<file path="src/rtl/sb_pkg.sv">
package sb_pkg;
  // Life cycle of one buffer slot.
  typedef enum logic [1:0] {
    SL_IDLE  = 2'd0,  // no stream allocated
    SL_NEED  = 2'd1,  // address assigned, read not yet accepted
    SL_PEND  = 2'd2,  // read accepted, data outstanding
    SL_READY = 2'd3   // data stored
  } slot_st_t;
endpackage

</file>
<file path="src/rtl/sb_pick.sv">
// Lowest-index request wins.
module sb_pick #(
  parameter int N  = 4,
  parameter int IW = 2
) (
  input  logic [N-1:0]  req,
  output logic          found,
  output logic [IW-1:0] idx
);
  always_comb begin
    found = 1'b0;
    idx   = '0;
    for (int i = N - 1; i >= 0; i--) begin
      if (req[i]) begin
        found = 1'b1;
        idx   = IW'(i);
      end
    end
  end
endmodule

</file>
<file path="src/rtl/sb_data_ram.sv">
// Simple dual-port storage with a registered read, suited to RAM inference.
module sb_data_ram #(
  parameter int DEPTH = 4,
  parameter int IW    = 2,
  parameter int DW    = 32
) (
  input  logic          clk,
  input  logic          we,
  input  logic [IW-1:0] waddr,
  input  logic [DW-1:0] wdata,
  input  logic [IW-1:0] raddr,
  output logic [DW-1:0] rdata
);
  logic [DW-1:0] mem [DEPTH];

  always_ff @(posedge clk) begin
    if (we) mem[waddr] <= wdata;
    rdata <= mem[raddr];
  end
endmodule

</file>
<file path="src/rtl/stream_prefetch_buf.sv">
// DEPTH must be a power of two.
module stream_prefetch_buf
  import sb_pkg::*;
#(
  parameter int ADDR_W = 16,
  parameter int DATA_W = 32,
  parameter int DEPTH  = 4,
  parameter int SID_W  = 2
) (
  input  logic                          clk,
  input  logic                          rst,
  input  logic                          lk_valid,
  input  logic                          lk_miss,
  input  logic [ADDR_W-1:0]             lk_addr,
  output logic                          lk_hit,
  output logic                          refill_valid,
  output logic [ADDR_W-1:0]             refill_addr,
  output logic [DATA_W-1:0]             refill_data,
  output logic                          mreq_valid,
  input  logic                          mreq_ready,
  output logic [ADDR_W-1:0]             mreq_addr,
  output logic [SID_W+((DEPTH>1)?$clog2(DEPTH):1)-1:0] mreq_tag,
  input  logic                          mrsp_valid,
  input  logic [SID_W+((DEPTH>1)?$clog2(DEPTH):1)-1:0] mrsp_tag,
  input  logic [DATA_W-1:0]             mrsp_data
);
  localparam int IDX_W = (DEPTH > 1) ? $clog2(DEPTH) : 1;
  localparam int TAG_W = SID_W + IDX_W;

  // Slot state
  slot_st_t          st   [DEPTH];
  logic [ADDR_W-1:0] sa   [DEPTH];
  logic [IDX_W-1:0]  hp;
  logic [ADDR_W-1:0] tail_addr;
  logic [SID_W-1:0]  sid;
  logic              wait_q;

  // Read issue: the lowest slot still needing a read
  logic [DEPTH-1:0] need_vec;
  logic             req_found;
  logic [IDX_W-1:0] req_idx;

  for (genvar g = 0; g < DEPTH; g++) begin : g_need
    assign need_vec[g] = (st[g] == SL_NEED);
  end

  sb_pick #(.N(DEPTH), .IW(IDX_W)) pick_i (
    .req   (need_vec),
    .found (req_found),
    .idx   (req_idx)
  );

  assign mreq_valid = req_found;
  assign mreq_addr  = sa[req_idx];
  assign mreq_tag   = {sid, req_idx};

  logic req_fire;
  assign req_fire = mreq_valid & mreq_ready;

  // Response decode: stale streams are dropped
  logic [SID_W-1:0] rsp_sid;
  logic [IDX_W-1:0] rsp_idx;
  logic             rsp_ok;
  assign rsp_sid = mrsp_tag[TAG_W-1:IDX_W];
  assign rsp_idx = mrsp_tag[IDX_W-1:0];
  assign rsp_ok  = mrsp_valid && (rsp_sid == sid) && (st[rsp_idx] == SL_PEND);

  // Lookup against the head only
  logic look, head_match, do_flush, deliver, go_wait;
  assign look       = lk_valid && lk_miss && !wait_q;
  assign head_match = look && (st[hp] != SL_IDLE) && (sa[hp] == lk_addr);
  assign do_flush   = look && !head_match;
  assign deliver    = (head_match || wait_q) && (st[hp] == SL_READY);
  assign go_wait    = head_match && (st[hp] != SL_READY);

  sb_data_ram #(.DEPTH(DEPTH), .IW(IDX_W), .DW(DATA_W)) ram_i (
    .clk   (clk),
    .we    (rsp_ok && !do_flush),
    .waddr (rsp_idx),
    .wdata (mrsp_data),
    .raddr (hp),
    .rdata (refill_data)
  );

  always_ff @(posedge clk) begin
    if (rst) begin
      for (int i = 0; i < DEPTH; i++) begin
        st[i] <= SL_IDLE;
        sa[i] <= '0;
      end
      hp           <= '0;
      tail_addr    <= '0;
      sid          <= '0;
      wait_q       <= 1'b0;
      lk_hit       <= 1'b0;
      refill_valid <= 1'b0;
      refill_addr  <= '0;
    end else begin
      lk_hit       <= head_match;
      refill_valid <= deliver;
      if (deliver) refill_addr <= sa[hp];
      if (do_flush) begin
        // restart: slot k holds miss address + 1 + k, head at slot 0
        for (int i = 0; i < DEPTH; i++) begin
          st[i] <= SL_NEED;
          sa[i] <= lk_addr + ADDR_W'(i + 1);
        end
        hp        <= '0;
        tail_addr <= lk_addr + ADDR_W'(DEPTH + 1);
        sid       <= sid + 1'b1;
        wait_q    <= 1'b0;
      end else begin
        if (req_fire) st[req_idx] <= SL_PEND;
        if (rsp_ok)   st[rsp_idx] <= SL_READY;
        if (go_wait)  wait_q <= 1'b1;
        if (deliver) begin
          // the head slot becomes the new tail
          st[hp]    <= SL_NEED;
          sa[hp]    <= tail_addr;
          tail_addr <= tail_addr + 1'b1;
          hp        <= (hp == IDX_W'(DEPTH - 1)) ? '0 : hp + 1'b1;
          wait_q    <= 1'b0;
        end
      end
    end
  end

  // Checks
  logic [ADDR_W-1:0] req_dist;
  assign req_dist = mreq_addr - sa[hp];

  assert_ignore_cache_hit_R2: assert property (@(posedge clk) disable iff (rst)
    (lk_valid && !lk_miss && !wait_q) |=> !lk_hit);

  assert_req_in_window_R3: assert property (@(posedge clk) disable iff (rst)
    mreq_valid |-> (req_dist < ADDR_W'(DEPTH)));

  assert_refill_advances_R4: assert property (@(posedge clk) disable iff (rst)
    refill_valid |-> (sa[hp] == refill_addr + 1'b1));

  assert_wait_holds_R5: assert property (@(posedge clk) disable iff (rst)
    (wait_q && st[hp] != SL_READY) |=> !refill_valid);
endmodule

</file>
<file path="config.mk">
export PLATFORM = sky130hd
export DESIGN_NAME = stream_prefetch_buf
export DESIGN_NICKNAME = d
export VERILOG_FILES = /design/src/rtl/sb_pkg.sv /design/src/rtl/sb_pick.sv /design/src/rtl/sb_data_ram.sv /design/src/rtl/stream_prefetch_buf.sv
export SDC_FILE = /design/constraint.sdc
export NUM_CORES = 1
export LEC_CHECK = 0
export BUFFER_PORTS_ARGS = -buffer_cell sky130_fd_sc_hd__buf_4
export CAP_MARGIN = 20
export CORE_UTILIZATION = 28
export CTS_CLUSTER_SIZE = 14
export DETAILED_ROUTE_END_ITERATION = 16
export MAX_ROUTING_LAYER = met4
export PLACE_DENSITY = 0.47
export SYNTH_ARGS = -nofsm -noshare
export SYNTH_HDL_FRONTEND = slang
export SYNTH_SLANG_ARGS = --single-unit
</file>
<file path="constraint.sdc">
create_clock -name clk -period 7.71 [get_ports clk]
set_input_delay 0.3855 -clock clk [delete_from_list [all_inputs] [get_ports clk]]
set_output_delay 0.3855 -clock clk [all_outputs]
set_load 0.05 [all_outputs]
</file>
# After elaboration in Yosys (flattened, before gate mapping)
# Memories as Yosys holds them, arrays and structs flattened. A register that Yosys moved wholly into a read port is not among the register bits.
# Cells that the tools add are included.
op_classes:
  eq_ne: 10
  add_sub_neg: 8
  reduce_logical: 22
  n_bitwise: 9
  mux: 54
op_table:
  columns: ["cell", "n"]
  rows:
  - ["16-bit 2-to-1 mux", 7]
  - ["2-bit 2-to-1 mux", 20]
  - ["16-bit by 1-bit adder with 16-bit output, second input constant", 2]
  - ["16-bit by 2-bit adder with 16-bit output, second input constant", 2]
  - ["16-bit by 3-bit adder with 16-bit output, second input constant", 2]
  - ["1-bit 2-to-1 mux", 27]
  - ["16-bit equality test", 1]
  - ["16-bit OR reduction", 1]
  - ["1-bit logical AND", 10]
  - ["2-bit by 1-bit equality test with 1-bit output, second input constant", 4]
  - ["1-bit OR", 8]
  - ["2-bit OR reduction", 4]
  - ["2-bit equality test, second input constant", 3]
  - ["2-bit by 1-bit adder with 2-bit output, second input constant", 2]
  - ["2-bit nonzero test", 2]
  - ["1-bit logical NOT", 3]
  - ["3-bit OR reduction", 1]
  - ["2-bit equality test", 1]
  - ["2-bit != test, second input constant", 1]
  - ["1-bit bitwise AND", 1]
  - ["1-bit logical OR", 1]
word_totals:
  out_inout_bits: 71
  ram_bits: 200
  regBits: 39
  memories: 3
memory_table:
  columns: ["name", "words", "width", "rd", "rd_ports_with_merged_regs", "wr", "line", "text"]
  rows:
  - ["ram_i.mem", 4, 32, 1, 1, 1, "sb_data_ram.sv:14", "logic [DW-1:0] mem [DEPTH];"]
  - ["sa", 4, 16, 2, 1, 4, "stream_prefetch_buf.sv:32", "logic [ADDR_W-1:0] sa [DEPTH];"]
  - ["st", 4, 2, 6, 1, 4, "stream_prefetch_buf.sv:31", "slot_st_t st [DEPTH];"]

# Depth between registers and ports, before layout
# Gate-level depths: netlist (run 1).
logic_depth:
  depth_word: 12
  mapped_depth: 12
  ltp_nobuf: 9

# By module
# Synthesis (run 1) repeated with hierarchy kept, for this count alone.
unflattened:
  cells_unflattened: 870
  area_unflattened_um2: 12558.3
modules_own_cells:
  columns: ["mod", "n_inst", "cells_per_inst", "area_per_inst_um2", "seq_area_each_um2"]
  rows:
  - ["stream_prefetch_buf", 1, 660, 7193.1, 2902.8]
  - ["sb_data_ram", 1, 203, 5330.1, 4484.3]
  - ["sb_pick", 1, 7, 35.0, 0.0]

# Worst setup path after synthesis (run 1)
# No wires, ideal clock.
synth_timing:
  path_kind: "register -> register"
  from: "register (tool-made name)"
  to: "memory ram_i.mem[3][0] (enable)"
  path_stages_with_launch: 10
  arrival_ns: 5.474
  path_slack_ns: 1.734
  setup_ns: 0.502
  path_buffers: 3
  cell_sequence: "dfxtp_1 buf_2 mux4_2 xnor2_1 nand4_1 or2_1 o31a_1 clkbuf_1 buf_1 nor4_1"
synth_rtl:
  columns: ["item", "line"]
  rows:
  - ["end, declared", "sb_data_ram.sv:14"]

==> metrics.log, run 1 <==
[metrics] EDFF count, synth: 192
[metrics] Yosys top cell area share: 0.459
[metrics] startpoint of the tightest hold check path: mrsp_data[30]
[metrics] routed wire length per instance: 22.6 um
[metrics] sequential share of the synthesized area: 0.588
[metrics] number of endpoints failing setup at the final stage: 0
[metrics] worst slew pin tran: 1.08 ns
[metrics] die area: 45700 um2
[metrics] type of the most critical hold path: primary input to flop
[metrics] antenna cells: 0
[metrics] initial antenna violation count: 0
[metrics] Num CTS Buffers: 31
[metrics] most used cells in the layout excluding fill and tap cells: 192 x sky130_fd_sc_hd__edfxtp_1, 147 x sky130_fd_sc_hd__buf_4, 80 x sky130_fd_sc_hd__dfxtp_1
[metrics] HPWL reported at the end of detailed placement: 27.0 mm
[metrics] post-route ant nets: 0
[metrics] GR Util met1: 0.235
[metrics] Cell Area, Placed: 14100 um2
[metrics] via density per instance: 5.02
[metrics] CTS Root Cell: sky130_fd_sc_hd__clkbuf_16
[metrics] total core area: 44200 um2
[metrics] total detailed-routing wirelength: 38.6 mm
[metrics] synth top area cells: sky130_fd_sc_hd__edfxtp_1 46%, sky130_fd_sc_hd__dfxtp_1 13%, sky130_fd_sc_hd__mux4_2 8.1%
[metrics] peak clock frequency supported by timing: 220 MHz
[metrics] total gr overflow: 0
[metrics] post-synthesis area per instance: 13.1 um2
[metrics] final period utilization: 0.589
[metrics] required time of the critical path: 7.93 ns
[metrics] Leak: 0.00530 uW
[metrics] startpoint kind of the worst setup timing path: flop
[metrics] result of the run: completed
[metrics] y dimension of the die: 214 um
[metrics] CTS clock-pin slew for the worst setup and hold paths: 0.06 ns
[metrics] Max H-tree Level: 1
[metrics] cell count of the worst reg-to-reg path: 9
[metrics] number of global-route vias before repair: 8599
[metrics] clock latency on the worst-skew pair: 0.60 ns
[metrics] crit path capture type: flop
[metrics] ys flop type: sky130_fd_sc_hd__edfxtp_1
[metrics] fraction of layout instances using a drive strength above 1: 0.233
[metrics] CTS tree: done
[metrics] maximum number of pins on one net before global-route repair: 58
[metrics] Synthesis Warnings: 0
[metrics] highest-utilization routing layer at the global route stage: met2
[metrics] Pwr Density: 220 nW/um2
[metrics] die width: 214 um
[metrics] setup TNS after final layout: 0 ns
[metrics] total vias in the final route: 8607
[metrics] final design area excluding fillers: 15400 um2
[metrics] wire length of the first global-routing pass: 57.2 mm
[metrics] met3 routing resource usage after global routing: 0.0220
[metrics] startpoint-to-endpoint class of the critical path: flop to flop
[metrics] clock sink count: 273
[metrics] Post-Route Skew: 0.0341 ns
[metrics] Post-Syn Instances: 962
[metrics] Post-Place Setup Slack: 2.70 ns
[metrics] count of buffers inserted at the top-level ports: 128
[metrics] final worst-path setup slack: 3.17 ns
[metrics] total global routing track utilization: 0.174
[metrics] worst hold path depth: 1
[metrics] number of setup buffers added after CTS: 0
[metrics] cell accounting for the most synthesized area: sky130_fd_sc_hd__edfxtp_1
[metrics] most frequent standard cell in the layout excluding fill and tap cells: sky130_fd_sc_hd__edfxtp_1
[metrics] unrepaired setup endpoints after global routing: false
[metrics] number of pins with negative max-slew slack in the final report: 0
[metrics] number of nets in the final layout: 1166
[metrics] arrival time of data at the critical path endpoint: 4.76 ns
[metrics] number of design rule violations left after detail routing: 0
[metrics] number of placement rows: 77
[metrics] count of boundary I/O pins: 129
[metrics] iteration count of the initial detailed-routing pass: 5
[metrics] violation count after the first detailed-route iteration: 686
[metrics] min Tclk post-route: 4.54 ns
[metrics] max capacitance violation total: 0
[metrics] number of gates resized after cts: 0
[metrics] Max Fanout on Critical Path: 28
[metrics] buffer levels on the longest clock path: 3
[metrics] worst supply voltage drop on vdd: 0.173 mV
[metrics] Final Wtd Congestion: 0.867
[metrics] Seq cells post-synth: 273
[metrics] normalized max-slew margin: 0.277
[metrics] layout overhead on the synthesized area: 22.5%
[metrics] Post-Synthesis Cell Area: 12600 um2
[metrics] Synth Net Count: 1032
[metrics] global routing usage on met2: 0.277
[metrics] library cells used by synthesis: 66
[metrics] final hold viol count: 0
[metrics] starting utilization of the core area: 0.284
[metrics] share of synthesized registers carrying an async set or reset: 0
## per-layer routing
metal,vias up,share of wire
met2,262,0.47
met1,4329,0.45
met3,53,0.053
li1,3963,-
met4,0,0.019
met5,-,0
## synthesized netlist by cell type (all sizes together) (6+ instances only)
cell type / instances
edfxtp: 192
dfxtp: 81
nand2: 79
a22o: 58
nor2: 53
clkbuf: 49
xnor2: 49
mux4: 45
xor2: 36
a21oi: 33
nand3: 30
buf: 28
o21ai: 26
nor3: 20
nand4: 18
a222oi: 16
inv: 14
ha: 12
mux2i: 12
a31oi: 9
o2bb2ai: 9
nand2b: 7
or2: 7
a311oi: 6
o31ai: 6
or4: 6
## layout make-up
cell class	count	area (um2)
fillers	4349	28800
flip-flops and latches	273	7390
multi-input cells	597	4810
repair buffers	178	1430
clock buffers	42	837
well taps	592	741
clock inverters	16	128
inverters	15	56.3
## state kept, by name (all words and copies together), names as in the netlist, named ones only
| register | flops |
|---|---|
| hp | 2 |
| wait_q | 1 |
| sa | 64 |
| refill_addr | 16 |
| ram_i.mem | 128 |
| lk_hit | 1 |
| st | 8 |
| tail_addr | 16 |
| ram_i.rdata | 32 |
| refill_valid | 1 |
| sid | 2 |
## final timing paths
kind,end,slack [ns]
worst min register to register,refill_addr[2],0.47
worst min-delay path,ram_i.mem[1][30],0.02
worst max-delay path,sa[3][14],3.17
worst max register to register,sa[3][14],3.17
## repair_timing
item,4_1_cts,5_1_grt
endpoints found under the hold margin,120,0
endpoints found under the setup margin,0,0
hold buffers,30,0
## worst max-delay path: stages, from the launching register on
cell and delay, ns:
sky130_fd_sc_hd__dfxtp_1 0.62, sky130_fd_sc_hd__buf_16 0.22, sky130_fd_sc_hd__mux4_2 0.53, sky130_fd_sc_hd__inv_1 0.07, sky130_fd_sc_hd__o22ai_1 0.10, sky130_fd_sc_hd__nor3_2 0.41
sky130_fd_sc_hd__a31oi_4 0.34, sky130_fd_sc_hd__buf_4 0.34, sky130_fd_sc_hd__nor4b_4 0.88, sky130_fd_sc_hd__or2_1 0.66
## power breakdown
part	internal [uW]	switching, uW	leakage, uW	total (uW)
Combinational	118	214	0.00236	332
Sequential	1610	45.8	0.00247	1650
Clock	797	598	0.000470	1390
## metrics by stage
stage / total power (uW) / instances / utilization / hold WS (ns)
global route: 3510 / 1713 / 0.348 / 0.00607
finish: 3380 / 1713 / 0.348 / 0.0244
global placement: 2000 / 1622 / 0.318 / 0.469
CTS: 3420 / 1712 / 0.347 / 0.000118
floorplan: 1860 / 962 / - / 0.484
detailed placement: 2000 / 1624 / 0.319 / 0.468
## logic make-up after synthesis
kind of cell             Yosys count  share of synthesized area
AND/OR/NAND/NOR                  251                      0.101
buffers and inverters             92                     0.0312
XOR/XNOR                          85                     0.0593
flip-flops                       273                      0.588
adder cells (fa/ha/maj)           12                     0.0120
AO/OA/AOI/OAI                    192                      0.118
multiplexers                      57                     0.0905
(Power assumes the default switching activity.)
==> run 2, diff against run 1 <==
Settings changed: ABC_AREA set to 1, PLACE_DENSITY 0.47 to 0.48.
Clock period 7.71 ns to 3.75 ns, I/O delays scaled along.
==> metrics.log, run 2 <==
[metrics] result of the run: completed
[metrics] CTS tree: done
[metrics] cell count of the worst reg-to-reg path: 14 (+5)
[metrics] type of the most critical hold path: primary input to flop
[metrics] Seq cells post-synth: 273 (unchanged)
[metrics] arrival time of data at the critical path endpoint: 3.57 ns (-1.19 ns)
[metrics] most frequent standard cell in the layout excluding fill and tap cells: sky130_fd_sc_hd__nand2_1
[metrics] utilization of the core after routing: 0.352 (+0.00438)
[metrics] Yosys top cell area share: 0.450 (-0.00927)
[metrics] post-layout total power: 7450 uW (+120%)
[metrics] violation count after the first detailed-route iteration: 937 (+37%)
[metrics] total gr overflow: 0 (unchanged)
[metrics] Pwr Density: 467 nW/um2 (+110%)
[metrics] min Tclk post-route: 3.37 ns (-1.17 ns)
[metrics] Largest register FFs: 128 (unchanged)
[metrics] total global routing track utilization: 0.185 (+0.0110)
[metrics] sequential share of the synthesized area: 0.576 (-0.0119)
[metrics] unrepaired setup endpoints after global routing: false
[metrics] EDFF count, synth: 192 (unchanged)
[metrics] CTS Root Cell: sky130_fd_sc_hd__clkbuf_16
[metrics] Leak: 0.00625 uW (+18%)
[metrics] ys flop type: sky130_fd_sc_hd__edfxtp_1
[metrics] total detailed-routing wirelength: 42.4 mm (+9.8%)
[metrics] library cells used by synthesis: 36 (-45%)
[metrics] cell accounting for the most synthesized area: sky130_fd_sc_hd__edfxtp_1
[metrics] via density per instance: 4.90 (-2.5%)
[metrics] crit path capture type: flop
[metrics] clock sink count: 273 (unchanged)
[metrics] number of endpoints failing setup at the final stage: 0 (unchanged)
[metrics] count of buffers inserted at the top-level ports: 128 (unchanged)
[metrics] Max Fanout on Critical Path: 36 (+29%)
[metrics] y dimension of the die: 216 um (+1.0%)
[metrics] library cell with the highest instance count after synthesis: sky130_fd_sc_hd__nand2_1
[metrics] final hold viol count: 0 (unchanged)
[metrics] peak clock frequency supported by timing: 297 MHz (+35%)
[metrics] starting utilization of the core area: 0.283 (-0.000944)
[metrics] Final Wtd Congestion: 0.916 (+5.6%)
[metrics] number of setup buffers added after CTS: 0 (unchanged)
[metrics] register bank with the most flops: ram_i.mem
[metrics] worst supply voltage drop on vdd: 0.390 mV (+130%)
[metrics] Cell Area, Placed: 14500 um2 (+2.7%)
[metrics] post-route ant nets: 0 (unchanged)
[metrics] Post-Route Skew: 0.0171 ns (-0.0171 ns)
[metrics] final period utilization: 0.898 (+0.310)
[metrics] fraction of layout instances using a drive strength above 1: 0.156 (-0.0772)
[metrics] Synth Net Count: 1434 (+39%)
[metrics] number of design rule violations left after detail routing: 0 (unchanged)
[metrics] Crit-path slowest cell: sky130_fd_sc_hd__dfxtp_1
[metrics] biggest registers after layout: ram_i.mem (128), sa (64), ram_i.rdata (32)
[metrics] setup TNS after final layout: 0 ns (unchanged)
[metrics] max capacitance violation total: 0 (unchanged)
[metrics] share of synthesized registers carrying an async set or reset: 0 (unchanged)
[metrics] die area: 46600 um2 (+2.0%)
[metrics] CTS clock-pin slew for the worst setup and hold paths: 0.06 ns (about the same)
[metrics] number of global-route vias before repair: 9969 (+16%)
[metrics] most used cells in the layout excluding fill and tap cells: 340 x sky130_fd_sc_hd__nand2_1, 192 x sky130_fd_sc_hd__edfxtp_1, 142 x sky130_fd_sc_hd__buf_4
[metrics] startpoint kind of the worst setup timing path: flop
[metrics] post-synthesis area per instance: 9.40 um2 (-28%)
[metrics] number of nets in the final layout: 1586 (+36%)
[metrics] final design area excluding fillers: 16000 um2 (+3.7%)
[metrics] die width: 216 um (+1.0%)
[metrics] Synthesis Warnings: 0 (unchanged)
[metrics] number of placement rows: 78 (+1.3%)
[metrics] layout overhead on the synthesized area: 24.5%
[metrics] total core area: 45300 um2 (+2.4%)
[metrics] worst slew pin tran: 0.881 ns (-0.204 ns)
[metrics] critical path, cell by cell: inv_4 -> nand2_1 -> nand3_1 -> nand2_1 -> a21oi_1 -> nand3_1 -> nor2_1 -> nand3_1 -> nand2_2 -> nand2_4 -> nor2_8 -> nand2_4 -> nand2_1 -> buf_4
[metrics] final worst-path setup slack: 0.382 ns (-2.79 ns)
[metrics] CTS hold repair buffers: 33 (+10%)
[metrics] Max H-tree Level: 2 (+1)
[metrics] total vias in the final route: 10.5k (+22%)
[metrics] clock latency on the worst-skew pair: 0.55 ns (-0.05 ns)
[metrics] normalized max-slew margin: 0.409 (+0.133)
[metrics] iteration count of the initial detailed-routing pass: 5 (unchanged)
[metrics] Num CTS Buffers: 34 (+9.7%)
[metrics] Post-Syn Instances: 1364 (+42%)
[metrics] startpoint-to-endpoint class of the critical path: flop to flop
[metrics] Post-Synthesis Cell Area: 12800 um2 (+2.1%)
[metrics] HPWL reported at the end of detailed placement: 28.9 mm (+7.0%)
[metrics] ranking of synthesized cells by instance count: 340 x sky130_fd_sc_hd__nand2_1, 192 x sky130_fd_sc_hd__edfxtp_1, 140 x sky130_fd_sc_hd__nor2_1, 106 x sky130_fd_sc_hd__o21ai_0, 91 x sky130_fd_sc_hd__nand3_1
[metrics] initial antenna violation count: 3 (+3)
[metrics] buffer levels on the longest clock path: 3 (unchanged)
[metrics] Post-Place Setup Slack: 0.379 ns (-2.32 ns)
[metrics] required time of the critical path: 3.95 ns (-3.98 ns)
[metrics] number of gates resized after cts: 0 (unchanged)
[metrics] wire length of the first global-routing pass: 63.2 mm (+10%)
[metrics] count of boundary I/O pins: 129 (unchanged)
[metrics] maximum number of pins on one net before global-route repair: 65 (+12%)
[metrics] worst hold path depth: 4 (+3)
[metrics] CP peak stage delay: 0.35 ns (-0.53 ns)
[metrics] number of pins with negative max-slew slack in the final report: 0 (unchanged)
[metrics] synth top area cells: sky130_fd_sc_hd__edfxtp_1 45%, sky130_fd_sc_hd__dfxtp_1 13%, sky130_fd_sc_hd__nand2_1 10%
[metrics] routed wire length per instance: 19.8 um (-12%)
-- run 2: cell type report --
cell class | instances | area [um2]
fill | 4689 | 29300
clock buffer | 47 | 940
multi-input combinational | 935 | 4770
timing repair buffer | 183 | 1560
inverter | 89 | 339
tap | 600 | 751
sequential | 273 | 7390
antenna | 4 | 10.0
clock inverter | 15 | 203
-- run 2: per-stage QoR --
stage          std cells  hold slack (ns)
3_3_place_gp        2047            0.393
2_1_floorplan       1364            0.274
4_1_cts             2142           0.0550
5_1_grt             2145           0.0859
6_report            2146           0.0976
3_5_place_dp        2047            0.392
-- run 2: power breakdown --
| group | internal (uW) | leakage (uW) | total (uW) | switching (uW) |
|---|---|---|---|---|
| Clock | 2000 | 0.000554 | 3340 | 1340 |
| Combinational | 233 | 0.00320 | 756 | 524 |
| Sequential | 3290 | 0.00250 | 3350 | 58.8 |
-- run 2: worst paths after layout --
path                        to  slack, ns          from
setup / recovery      sa[0][2]       0.38          flop
setup reg to reg      sa[0][2]       0.38          flop
hold / removal        st[2][0]        0.1   mrsp_tag[0]
hold reg to reg   tail_addr[5]       0.49  tail_addr[5]
-- run 2: cells by family after synthesis --
| family | count (synthesis) | synth area share |
|---|---|---|
| XOR/XNOR | 68 | 0.0465 |
| AO/OA/AOI/OAI | 232 | 0.107 |
| buffers and inverters | 156 | 0.0542 |
| adder cells (fa/ha/maj) | 12 | 0.0117 |
| flip-flops | 273 | 0.576 |
| AND/OR/NAND/NOR | 623 | 0.204 |
-- run 2: metal layers --
metal  vias to the layer above  wire, um  global-route usage
met3                        76      2740              0.0311
met2                       403     18900               0.279
li1                       4999         -                   -
met1                      5037     19600               0.253
met4                         0      1150              0.0596
met5                         -         0                   -
-- run 2: worst max-delay path, delay by kind of cell (launching register included) --
| family | cells | cell delay [ns] |
|---|---|---|
| AO/OA/AOI/OAI | 1 | 0.24 |
| buffers and inverters | 2 | 0.65 |
| AND/OR/NAND/NOR | 11 | 1.74 |
| flip-flops | 1 | 0.35 |
==> run 3, diff against run 2 <==
Settings changed: RECOVER_POWER set to 25.
==> metrics.log, run 3 (same netlist as run 2, synthesis figures left out) <==
[metrics] result of the run: completed
[metrics] Largest register FFs: 128 (unchanged)
[metrics] register bank with the most flops: ram_i.mem
[metrics] min Tclk post-route: 3.38 ns (+0.00704 ns)
[metrics] startpoint of the tightest hold check path: mrsp_tag[0]
[metrics] number of endpoints failing setup at the final stage: 0 (unchanged)
[metrics] Num CTS Buffers: 34 (unchanged)
[metrics] GR Util met1: 0.253 (unchanged)
[metrics] CP peak stage delay: 0.35 ns (about the same)
[metrics] routed wire length per instance: 19.8 um (about the same)
[metrics] CTS tree: done
[metrics] post-route ant nets: 0 (unchanged)
[metrics] total detailed-routing wirelength: 42.4 mm (about the same)
[metrics] count of buffers inserted at the top-level ports: 128 (unchanged)
[metrics] clock latency on the worst-skew pair: 0.55 ns (about the same)
[metrics] Top Family by Delay on Critical Path: simple AND/OR/NAND/NOR gates
[metrics] crit path capture type: flop
[metrics] CTS Root Cell: sky130_fd_sc_hd__clkbuf_16
[metrics] number of nets in the final layout: 1586 (unchanged)
[metrics] post-route worst hold slack: 0.0985 ns (+0.000897 ns)
[metrics] most used cells in the layout excluding fill and tap cells: 340 x sky130_fd_sc_hd__nand2_1, 192 x sky130_fd_sc_hd__edfxtp_1, 136 x sky130_fd_sc_hd__nor2_1
[metrics] CTS clock-pin slew for the worst setup and hold paths: 0.06 ns (about the same)
[metrics] via density per instance: 4.89 (-0.27%)
[metrics] unrepaired setup endpoints after global routing: false
[metrics] die width: 216 um (unchanged)
[metrics] total vias in the final route: 10.5k (-0.27%)
[metrics] type of the most critical hold path: primary input to flop
[metrics] normalized max-slew margin: 0.399 (-0.00993)
[metrics] global routing usage on met2: 0.279 (unchanged)
[metrics] clock network power share: 0.449 (about the same)
[metrics] most used cell, CP: sky130_fd_sc_hd__nand2_1
[metrics] Sw Ratio: 0.259 (about the same)
[metrics] number of gates resized after cts: 0 (unchanged)
[metrics] share of power burned in registers: 0.451 (about the same)
[metrics] buffer levels on the longest clock path: 3 (unchanged)
[metrics] violation count after the first detailed-route iteration: 946 (+0.96%)
[metrics] fraction of layout instances using a drive strength above 1: 0.131 (-0.0246)
[metrics] Crit-path slowest cell: sky130_fd_sc_hd__dfxtp_1
[metrics] startpoint-to-endpoint class of the critical path: flop to flop
[metrics] worst hold path endpoint: st[2][0]
[metrics] max capacitance violation total: 0 (unchanged)
[metrics] worst hold path depth: 4 (unchanged)
[metrics] Critical path buffers and inverters: 2 (unchanged)
[metrics] critical path, cell by cell: inv_4 -> nand2_1 -> nand3_1 -> nand2_1 -> nand2_1 -> nand2_1 -> nor2_1 -> nand2_1 -> nor2_1 -> nand3_1 -> nand2_2 -> nand2_4 -> nor2_8 -> nand2_4 -> nand2_1 -> buf_4
[metrics] final period utilization: 0.900 (+0.00188)
[metrics] cell count of the worst reg-to-reg path: 16 (+2)
[metrics] total net switching power: 1920 uW (-0.25%)
[metrics] layout overhead on the synthesized area: 23.3%
[metrics] highest-utilization routing layer at the global route stage: met2
[metrics] setup TNS after final layout: 0 ns (unchanged)
[metrics] number of placement rows: 78 (unchanged)
[metrics] maximum number of pins on one net before global-route repair: 65 (unchanged)
[metrics] Final Wtd Congestion: 0.916 (unchanged)
[metrics] worst supply voltage drop on vdd: 0.389 mV (-0.32%)
[metrics] starting utilization of the core area: 0.283 (unchanged)
[metrics] iteration count of the initial detailed-routing pass: 5 (unchanged)
[metrics] wire length of the first global-routing pass: 63.2 mm (unchanged)
[metrics] Max Fanout on Critical Path: 36 (unchanged)
[metrics] number of fill cells: 4728 (+0.83%)
[metrics] design internal power: 5510 uW (-0.27%)
[metrics] combinational share of power: 0.100 (-0.002)
[metrics] minimum setup slack among reg-to-reg paths: 0.37 ns (about the same)
[metrics] total core area: 45300 um2 (unchanged)
[metrics] HPWL reported at the end of detailed placement: 28.9 mm (unchanged)
[metrics] total global routing track utilization: 0.185 (unchanged)
[metrics] die area: 46600 um2 (unchanged)
[metrics] worst slew pin tran: 0.893 ns (+0.0121 ns)
[metrics] met3 routing resource usage after global routing: 0.0311 (unchanged)
[metrics] peak clock frequency supported by timing: 296 MHz (-0.21%)
[metrics] Max H-tree Level: 2 (unchanged)
[metrics] total gr overflow: 0 (unchanged)
[metrics] post-layout total power: 7430 uW (-0.26%)
[metrics] Pwr Density: 470 nW/um2 (+0.64%)
[metrics] number of design rule violations left after detail routing: 0 (unchanged)
[metrics] biggest registers after layout: ram_i.mem (128), sa (64), ram_i.rdata (32)
[metrics] clock sink count: 273 (unchanged)
[metrics] Leak: 0.00612 uW (-2.2%)
[metrics] count of boundary I/O pins: 129 (unchanged)
[metrics] y dimension of the die: 216 um (unchanged)
[metrics] destination of the worst register-to-register timing path: sa[0][2]
[metrics] Post-Route Skew: 0.0168 ns (-0.000233 ns)
[metrics] most frequent standard cell in the layout excluding fill and tap cells: sky130_fd_sc_hd__nand2_1
[metrics] final hold viol count: 0 (unchanged)
[metrics] initial antenna violation count: 3 (unchanged)
[metrics] number of global-route vias before repair: 9969 (unchanged)
[metrics] required time of the critical path: 3.95 ns (about the same)
[metrics] number of pins with negative max-slew slack in the final report: 0 (unchanged)
[metrics] arrival time of data at the critical path endpoint: 3.58 ns (about the same)
[metrics] startpoint kind of the worst setup timing path: flop
[run 3: cell type report]
| cell class | instances | area (um2) | share of cell area |
|---|---|---|---|
| Inverter | 89 | 339 | 0.0214 |
| Antenna cell | 4 | 10.0 | 0.000633 |
| Clock inverter | 15 | 203 | 0.0128 |
| Multi-Input combinational cell | 935 | 4770 | 0.302 |
| Timing Repair Buffer | 183 | 1410 | 0.0894 |
| Tap cell | 600 | 751 | 0.0475 |
| Clock buffer | 47 | 940 | 0.0594 |
| Sequential cell | 273 | 7390 | 0.467 |
[run 3: worst max-delay path by stage]
stage                     from         endpoint  slack, ns  depth (start not counted)
final                     flop         sa[0][2]       0.37                         16
after global routing      flop        sa[0][12]       0.16                         14
after CTS                 flop         sa[0][2]       0.37                         14
after detailed placement  flop         sa[0][1]       0.38                         14
after global placement    flop         sa[0][1]       0.45                         16
after floorplan           flop  ram_i.mem[2][0]       0.31                         13
[run 3: worst reg2reg max path: stages, from the launching register on]
cell                      delay (ns)
sky130_fd_sc_hd__dfxtp_1        0.35
sky130_fd_sc_hd__inv_4          0.32
sky130_fd_sc_hd__nand2_1        0.11
sky130_fd_sc_hd__nand3_1        0.12
sky130_fd_sc_hd__nand2_1        0.10
sky130_fd_sc_hd__nand2_1        0.12
sky130_fd_sc_hd__nand2_1        0.06
sky130_fd_sc_hd__nor2_1         0.09
sky130_fd_sc_hd__nand2_1        0.05
sky130_fd_sc_hd__nor2_1         0.12
sky130_fd_sc_hd__nand3_1        0.28
sky130_fd_sc_hd__nand2_2        0.22
sky130_fd_sc_hd__nand2_4        0.19
sky130_fd_sc_hd__nor2_8         0.21
sky130_fd_sc_hd__nand2_4        0.22
sky130_fd_sc_hd__nand2_1        0.13
sky130_fd_sc_hd__buf_4          0.33
[run 3: through the flow]
stage,utilization,std cells,setup WS (ns),instance area [um2]
CTS,0.352,2142,0.370,15900
finish,0.349,2146,0.375,15800
floorplan,-,1364,0.312,12800
detailed placement,0.320,2047,0.379,14500
global placement,0.320,2047,0.448,14500
global route,0.349,2145,0.158,15800
[run 3: power groups by stage]
stage	Clock [uW]	Sequential (uW)	Combinational, uW
global route	3540	3350	795
CTS	3420	3350	756
finish	3340	3350	741
detailed placement	0	3410	726
global placement	0	3410	720
floorplan	0	3390	430
[run 3: metal layers]
layer	wire [um]	part of all wire
met5	0	0
met4	1060	0.025
met3	2740	0.064
met2	19000	0.45
met1	19600	0.46
[run 3: repair_timing]
item	CTS	global route
buffers inserted	0	0
hold buffers	33	0
endpoints found under the hold margin	134	0
endpoints found under the setup margin	0	0
